<file path="src/rtl/alu_pkg.sv">
package alu_pkg;

  localparam int MODE_W = 4;

  typedef enum logic [MODE_W-1:0] {
    M_ADD  = 4'b0000,
    M_ADDU = 4'b0001,
    M_SUB  = 4'b0010,
    M_SUBU = 4'b0011,
    M_AND  = 4'b0100,
    M_OR   = 4'b0101,
    M_XOR  = 4'b0110,
    M_NOR  = 4'b0111,
    M_SLT  = 4'b1010,
    M_SLTU = 4'b1011
  } alu_mode_e;

  typedef enum logic [1:0] {
    SEL_SUM = 2'd0,
    SEL_AND = 2'd1,
    SEL_OR  = 2'd2,
    SEL_XOR = 2'd3
  } slice_sel_e;

  typedef struct packed {
    logic       inv_b;     // feed ~B into the adders
    logic       carry_in;  // carry into slice 0
    slice_sel_e sel;       // per-slice output choice
    logic       inv_out;   // invert the word (NOR)
    logic       arith;     // carry_out is meaningful
    logic       ovf_en;    // signed overflow reported
    logic       cmp_en;    // less-than result
    logic       cmp_uns;   // unsigned compare
    logic       zero;      // unused code
  } alu_ctl_t;

endpackage

</file>
<file path="src/rtl/alu_ctrl.sv">
module alu_ctrl
  import alu_pkg::*;
(
  input  logic [MODE_W-1:0] mode,
  output alu_ctl_t          ctl
);

  always_comb begin
    ctl          = '0;
    ctl.sel      = SEL_SUM;
    case (mode)
      M_ADD:  begin ctl.arith = 1'b1; ctl.ovf_en = 1'b1; end
      M_ADDU: begin ctl.arith = 1'b1; end
      M_SUB:  begin ctl.arith = 1'b1; ctl.ovf_en = 1'b1;
                    ctl.inv_b = 1'b1; ctl.carry_in = 1'b1; end
      M_SUBU: begin ctl.arith = 1'b1;
                    ctl.inv_b = 1'b1; ctl.carry_in = 1'b1; end
      M_AND:  ctl.sel = SEL_AND;
      M_OR:   ctl.sel = SEL_OR;
      M_XOR:  ctl.sel = SEL_XOR;
      M_NOR:  begin ctl.sel = SEL_OR; ctl.inv_out = 1'b1; end
      M_SLT:  begin ctl.cmp_en = 1'b1;
                    ctl.inv_b = 1'b1; ctl.carry_in = 1'b1; end
      M_SLTU: begin ctl.cmp_en = 1'b1; ctl.cmp_uns = 1'b1;
                    ctl.inv_b = 1'b1; ctl.carry_in = 1'b1; end
      default: ctl.zero = 1'b1;
    endcase
  end

endmodule

</file>
<file path="src/rtl/alu_slice.sv">
module alu_slice
  import alu_pkg::*;
(
  input  logic       a,
  input  logic       b,
  input  logic       inv_b,
  input  logic       cin,
  input  slice_sel_e sel,
  output logic       res,
  output logic       cout
);

  logic bb;
  logic prop;
  logic sum;

  assign bb   = b ^ inv_b;
  assign prop = a ^ bb;
  assign sum  = prop ^ cin;
  assign cout = (a & bb) | (cin & prop);

  always_comb begin
    case (sel)
      SEL_SUM: res = sum;
      SEL_AND: res = a & bb;
      SEL_OR:  res = a | bb;
      default: res = prop;
    endcase
  end

endmodule

</file>
<file path="src/rtl/alu_finish.sv">
module alu_finish
  import alu_pkg::*;
#(
  parameter int WIDTH = 32
) (
  input  alu_ctl_t         ctl,
  input  logic [WIDTH-1:0] raw,
  input  logic             c_into_msb,
  input  logic             c_out_msb,
  output logic [WIDTH-1:0] res,
  output logic             carry,
  output logic             ovf
);

  logic ovf_raw;
  logic less;

  assign ovf_raw = c_into_msb ^ c_out_msb;
  // signed: sign of difference corrected by overflow; unsigned: borrow
  assign less    = ctl.cmp_uns ? ~c_out_msb : (raw[WIDTH-1] ^ ovf_raw);

  always_comb begin
    res   = '0;
    carry = 1'b0;
    ovf   = 1'b0;
    if (ctl.zero) begin
      res = '0;
    end else if (ctl.cmp_en) begin
      res[0] = less;
    end else begin
      res   = ctl.inv_out ? ~raw : raw;
      carry = ctl.arith  & c_out_msb;
      ovf   = ctl.ovf_en & ovf_raw;
    end
  end

endmodule

</file>
<file path="src/rtl/bitslice_alu.sv">
module bitslice_alu
  import alu_pkg::*;
#(
  parameter int WIDTH = 32
) (
  input  logic              clk,
  input  logic              rst,
  input  logic [MODE_W-1:0] mode,
  input  logic [WIDTH-1:0]  op_a,
  input  logic [WIDTH-1:0]  op_b,
  output logic [WIDTH-1:0]  result,
  output logic              carry_out,
  output logic              overflow
);

  localparam int MSB = WIDTH - 1;

  alu_ctl_t         ctl;
  logic [WIDTH:0]   chain;
  logic [WIDTH-1:0] raw;
  logic [WIDTH-1:0] res_d;
  logic             carry_d;
  logic             ovf_d;

  alu_ctrl u_ctrl (
    .mode (mode),
    .ctl  (ctl)
  );

  assign chain[0] = ctl.carry_in;

  for (genvar g = 0; g < WIDTH; g++) begin : g_slice
    alu_slice u_slice (
      .a     (op_a[g]),
      .b     (op_b[g]),
      .inv_b (ctl.inv_b),
      .cin   (chain[g]),
      .sel   (ctl.sel),
      .res   (raw[g]),
      .cout  (chain[g+1])
    );
  end

  alu_finish #(.WIDTH(WIDTH)) u_finish (
    .ctl        (ctl),
    .raw        (raw),
    .c_into_msb (chain[MSB]),
    .c_out_msb  (chain[WIDTH]),
    .res        (res_d),
    .carry      (carry_d),
    .ovf        (ovf_d)
  );

  always_ff @(posedge clk) begin
    if (rst) begin
      result    <= '0;
      carry_out <= 1'b0;
      overflow  <= 1'b0;
    end else begin
      result    <= res_d;
      carry_out <= carry_d;
      overflow  <= ovf_d;
    end
  end

  // registered add equals the operand sum of the previous cycle
  a_r1_add_sum: assert property (@(posedge clk) disable iff (rst)
    (!$past(rst) && ($past(mode) == M_ADD || $past(mode) == M_ADDU))
      |-> result == $past(op_a) + $past(op_b));

  // signed add of equal-sign operands flags a sign flip
  a_r3_ovf_sign_flip: assert property (@(posedge clk) disable iff (rst)
    (!$past(rst) && $past(mode) == M_ADD && $past(op_a[MSB]) == $past(op_b[MSB]))
      |-> overflow == (result[MSB] != $past(op_a[MSB])));

  // opposite-sign addition never overflows
  a_r4_no_ovf_mixed_sign: assert property (@(posedge clk) disable iff (rst)
    (!$past(rst) && $past(mode) == M_ADD && $past(op_a[MSB]) != $past(op_b[MSB]))
      |-> !overflow);

  // unsigned arithmetic never reports overflow
  a_r5_unsigned_no_ovf: assert property (@(posedge clk) disable iff (rst)
    (!$past(rst) && ($past(mode) == M_ADDU || $past(mode) == M_SUBU))
      |-> !overflow);

  // compare results occupy only bit 0 and clear both flags
  a_r7_cmp_single_bit: assert property (@(posedge clk) disable iff (rst)
    (!$past(rst) && ($past(mode) == M_SLT || $past(mode) == M_SLTU))
      |-> (result[MSB:1] == '0 && !carry_out && !overflow));

  // bitwise codes clear carry and overflow
  a_r6_logic_no_flags: assert property (@(posedge clk) disable iff (rst)
    (!$past(rst) && $past(mode[3:2]) == 2'b01)
      |-> (!carry_out && !overflow));

  // codes outside the table give all zeros
  a_r9_unused_zero: assert property (@(posedge clk) disable iff (rst)
    (!$past(rst) && ($past(mode[3:1]) == 3'b100 || $past(mode[3:2]) == 2'b11))
      |-> (result == '0 && !carry_out && !overflow));

  // a reset cycle leaves cleared outputs
  a_r11_reset_clear: assert property (@(posedge clk)
    $past(rst) |-> (result == '0 && !carry_out && !overflow));

endmodule

</file>
<file path="config.mk">
export PLATFORM = sky130hd
export DESIGN_NAME = bitslice_alu
export DESIGN_NICKNAME = d
export VERILOG_FILES = /design/src/rtl/alu_pkg.sv /design/src/rtl/alu_ctrl.sv /design/src/rtl/alu_slice.sv /design/src/rtl/alu_finish.sv /design/src/rtl/bitslice_alu.sv
export SDC_FILE = /design/constraint.sdc
export NUM_CORES = 1
export LEC_CHECK = 0
export ABC_AREA = 1
export BUFFER_PORTS_ARGS = -buffer_cell sky130_fd_sc_hd__buf_2
export CORE_ASPECT_RATIO = 0.6
export CORE_UTILIZATION = 45
export DETAILED_ROUTE_END_ITERATION = 8
export GPL_ROUTABILITY_DRIVEN = 0
export HOLD_SLACK_MARGIN = 0.1
export PLACE_DENSITY = 0.72
export SLEW_MARGIN = 0
export SYNTH_ARGS = -nofsm -noshare
export SYNTH_HDL_FRONTEND = slang
export SYNTH_SLANG_ARGS = --single-unit
</file>
<file path="constraint.sdc">
create_clock -name clk -period 16.9 [get_ports clk]
set_input_delay 1.69 -clock clk [delete_from_list [all_inputs] [get_ports clk]]
set_output_delay 1.69 -clock clk [all_outputs]
set_load 0.05 [all_outputs]
</file>
* After elaboration in Yosys (flattened, before gate mapping)
Index checks and enable logic that the tools add are counted.
Storage, ports and cells: input port bits 70, word-level logic and storage cells 298, register bits after elaboration 34, output and inout port bits 34
Operators by class: reductions and logical operators 10, bitwise gates (word level) 231, equal/unequal tests 11, multiplexer cells 42
Operators by type and width (number):
- XOR 1 bit | 98
- case mux 1 bit (3 select lines) | 32
- bitwise AND 1 bit | 66
- OR 1 bit | 64
- two-way mux 32 bit | 1
- NOT 32 bit | 1
- equality test 4 x 3 -> 1 bit, second input constant | 4
- OR reduction 10 bit | 1
- equality test 4 x 2 -> 1 bit, second input constant | 2
- equality test 4 bit, second input constant | 2
- OR reduction 2 bit | 4
- OR reduction 4 bit | 2
- two-way mux 1 bit | 7
- case mux 2 bit (3 select lines) | 1
- equality test 4 x 1 -> 1 bit, second input constant | 1
- logical NOT 4 bit | 1
- OR reduction 3 bit | 1
- equality test 2 x 1 -> 1 bit, second input constant | 1
- equality test 2 bit, second input constant | 1
- logical NOT 2 bit | 1
- two-way mux 2 bit | 1
- NOT 1 bit | 2

* Depth between registers and ports, before layout
word-level depth 73, mapped depth 49, depth with buffers taken out 48

* Hierarchy
From an unflattened synthesis, not the netlist that was laid out.
Second synthesis, totals: cells, all modules 794, area, all modules 5317.6 µm²
By module, submodules not included:
- alu_slice | sequential area each 0.0 µm², area each 108.9 µm², times used 32, cells an instance 18
- bitslice_alu | sequential area each 680.7 µm², area each 985.9 µm², times used 1, cells an instance 106
- alu_finish | sequential area each 0.0 µm², area each 775.7 µm², times used 1, cells an instance 94
- alu_ctrl | sequential area each 0.0 µm², area each 72.6 µm², times used 1, cells an instance 18

* Least setup slack after synthesis
Ideal clock, no wire load.
kind in2reg, start point in mode[2], end point reg result[0], stages on the path 49, arrival time 14.415 ns, path slack 2.372 ns, buffers on the path 1, data required time 16.787 ns, cell sequence inv_1 nand2_1 buf_2 xor2_1 inv_1 fa_1 fa_1 fa_1 fa_1 fa_1 inv_1 fa_1 fa_1 inv_1 fa_1 fa_1 fa_1 fa_1 [13 not listed] fa_1 fa_1 fa_1 fa_1 inv_1 fa_1 inv_1 fa_1 fa_1 inv_1 a21oi_1 nor2_1 nand3_1 nand2_1 nand2_1 nand3_1 nand2_1 nand2_1
On the way: cells in the longest elaborated chain, start to end 73, elaborated cells between the ends (all ways) 197, classes of those cells eq/ne: 11; mux: 10; bitwise: 169; reduce/logical: 7
Ends and longest elaborated chain:
- start: declaration | line bitslice_alu.sv:8 | input logic [MODE_W-1:0] mode,
- equality test 4 x 2 -> 1 bit / equality test 4 bit (equally long branches) | line alu_ctrl.sv:11 | case (mode)
- OR reduction 4 bit (no source line)
- two-way mux 2 bit | line alu_ctrl.sv:11
- XOR 1 bit | line alu_slice.sv:17 | assign bb = b ^ inv_b;
- XOR 1 bit | line alu_slice.sv:18 | assign prop = a ^ bb;
- bitwise AND 1 bit | line alu_slice.sv:20 | assign cout = (a & bb) | (cin & prop);
- OR 1 bit | line alu_slice.sv:20
- bitwise AND 1 bit | line alu_slice.sv:20
- [57 not listed]
- bitwise AND 1 bit | line alu_slice.sv:20
- OR 1 bit | line alu_slice.sv:20
- bitwise AND 1 bit | line alu_slice.sv:20
- OR 1 bit | line alu_slice.sv:20
- XOR 1 bit | line alu_finish.sv:18 | assign ovf_raw = c_into_msb ^ c_out_msb;
- XOR 1 bit | line alu_finish.sv:20 | assign less = ctl.cmp_uns ? ~c_out_msb : (raw[WIDTH-1] ^ ovf_raw);
- two-way mux 1 bit | line alu_finish.sv:20
- two-way mux 1 bit | line alu_finish.sv:28 | end else if (ctl.cmp_en) begin
- end signal: assignment | line bitslice_alu.sv:60 | result <= res_d;
- end: declaration | line bitslice_alu.sv:11 | output logic [WIDTH-1:0] result,
Several ways; a longest one is shown, not always the timed one. A chain may end at the register's enable or synchronous reset.

* Worst setup path after layout
Same ends and word-level chain as after synthesis.

==> impl_metrics.yaml <==
clock_network:
  cts_tree: "yes"
  numClockSinks: 34
  hold_buffers: 0
  postCtsSetupBuffers: 0
  postCtsResizedCells: 0
  cts-root-buf: "clkbuf_16"
  cts.htree.levels: 2
  ctsLongestPathBuffers: 2
  numCtsBuffers: 5
  path_clk_slew_ns: 0.06
pwr:
  combinationalPowerShare_pct: 45.8
  p_seq_share_pct: 24.6
  switching_share_pct: 40.32
  p_int_uw: 216.3
  power.leakage_uw: 0.002583
  ir_drop_v: 0.00004042
  clkPwrFrac_pct: 29.5
  switchingPower_uw: 146.2
  finalPower_uw: 362.5
  p_per_area_mw_per_mm2: 72.21
detailed_routing:
  wl_per_cell_um: 14.04
  drt_iter0_drc: 281
  remaining_drc_errors: 0
  first_pass_iters: 4
  vias_per_cell: 4.925
  drt_wl_total_mm: 11.05
  ant_nets: 0
  vias: 3876
floorplan:
  initial_core_util_pct: 46.28
  die_y_um: 77.16
  dieArea_mm2: 0.009820
  io_pins: 104
  rows: 27
  core_mm2: 0.009155
  die_w_um: 127.3
critical_path:
  cp.arrival_ns: 15.43
  critPathRequiredTime_ns: 17.08
  cp-end-kind: "flip-flop"
  worst_setup_path_start_kind: "input port"
  cpMaxStageDelayCell: "fa_1"
  cp_slowest_stage_delay_ns: 0.52
  cp_common_cell: "fa_1"
  setup.worst_path.class: "in2reg"
  cp_max_fo: 16
outcome:
  status: "finished, final reports clean"
timing:
  period_share_pct: 90.23
  worst_pin_slew_ns: 1.198
  slew_headroom_pct: 19.97
  drv_slew: 0
  setup_tns_ns: 0
  max_freq_mhz: 65.58
  hold_viol: 0
  fin_hold_ws_ns: 1.685
  min_period_ns: 15.25
  finalSetupViolCount: 0
  rsz0062_at_grt: "no"
logic_synthesis:
  synth_nets: 731
  avgSynthCellArea_um2: 7.485
  synthArstFlopShare_pct: 0
  ys_seq_area_share_pct: 16.07
  synth_edf_count: 0
  syn-instance-count: 566
  ys_ff_latch: 34
  ys.flop_type: "dfxtp_1"
  netlist_area_mm2: 0.004237
  synth_cell_type_count: 26
  synth_warnings: 0
final_layout:
  fillers: 852
  finalNonFillerCells: 787
  final_common_cell: "buf_2"
  synthToLayoutAreaGrowth_pct: 18.49
  nets: 820
  final_cell_mix: "buf_2, inv_1, nand2_1"
  fin_area_mm2: 0.005020
  drive_gt1_share_pct: 21.04
global_route:
  antenna_found_initial: 1
  grt_max_degree: 54
  globalRouteOverflowTotal: 0
  grt_pass1_vias: 3887
  grt_pass1_wl_mm: 18.20
  grtUsageTotal_pct: 23.64
hold_path:
  hold_path.class: "in2reg"
place:
  dp_cells: 778
  place_area_mm2: 0.004852
  place_hpwl_mm: 8.296
  io_buffers: 103
run:
  maxCapViolations: 0
per-stage QoR:
step	utilization, %	setup slack, ns
global route	54.80	1.090
CTS	54.80	1.694
global placement	53.00	1.739
floorplan	-	2.372
detailed placement	53.00	1.465
finish	54.83	1.650
path summary, 6_finish.rpt:
check	from	end	slack [ns]	cells past startpoint
worst max-delay path	mode[2]	result[0]	1.65	49
worst min-delay path	mode[0]	overflow	1.69	2
worst max-delay path, delay by kind of cell:
kind                     cells  cell delay [ns]
AND/OR/NAND/NOR              8             0.85
XOR/XNOR                     1             0.30
AO/OA/AOI/OAI                1             0.12
buffers and inverters        8             0.71
adder cells (fa/ha/maj)     31            11.75
metal layers:
| metal | part of all wire, % | GRT usage [%] | wire length (um) | vias up |
|---|---|---|---|---|
| met5 | 0 | 0 | 0 | - |
| met4 | 0.53 | 5.476 | 59 | 0 |
| met3 | 8.6 | 5.164 | 947 | 8 |
| met2 | 45 | 40.00 | 4989 | 148 |
| met1 | 46 | 30.63 | 5052 | 1763 |
| li1 | - | - | - | 1957 |
final cells by class:
class | count | area [um^2] | area share, %
multi-input combinational | 419 | 3129 | 62.34
sequential | 34 | 680.7 | 13.56
timing repair buffer | 108 | 553.0 | 11.02
inverter | 87 | 326.6 | 6.505
tap | 130 | 162.7 | 3.240
clock buffer | 5 | 125.1 | 2.493
clock inverter | 3 | 40.04 | 0.7976
antenna | 1 | 2.502 | 0.04985
power groups by stage:
stage                     Sequential (uW)  Clock [uW]  Combinational (uW)
final                                89.2         107                 166
after global routing                 89.8         114                 188
after CTS                            89.3         109                 166
after detailed placement             91.0           0                 165
after global placement               90.9           0                 158
after floorplan                       117           0                94.7
cell families after synthesis:
group | count (synthesis) | share of synthesized area [%]
compound gates | 84 | 11.46
buf+inv | 113 | 10.43
fa+ha+maj | 95 | 33.55
flops | 34 | 16.07
xor+xnor | 33 | 6.822
simple gates | 207 | 21.68
cells in the mapped netlist, drive strengths merged (17+ instances only):
cell type | n | area [um^2]
inv | 87 | 326.6
nand2 | 85 | 321.6
ha | 64 | 800.8
a21oi | 50 | 250.2
nor2 | 50 | 200.2
nand3 | 38 | 190.2
dfxtp | 34 | 680.7
xor2 | 32 | 280.3
fa | 31 | 620.6
or2 | 29 | 181.4
o211ai | 23 | 172.7
buf | 17 | 81.33
flip-flops by register name (all words and copies together), names as in the netlist:
register   cells
result        32
carry_out      1
overflow       1
No activity file was read; power rests on OpenSTA's default activity.
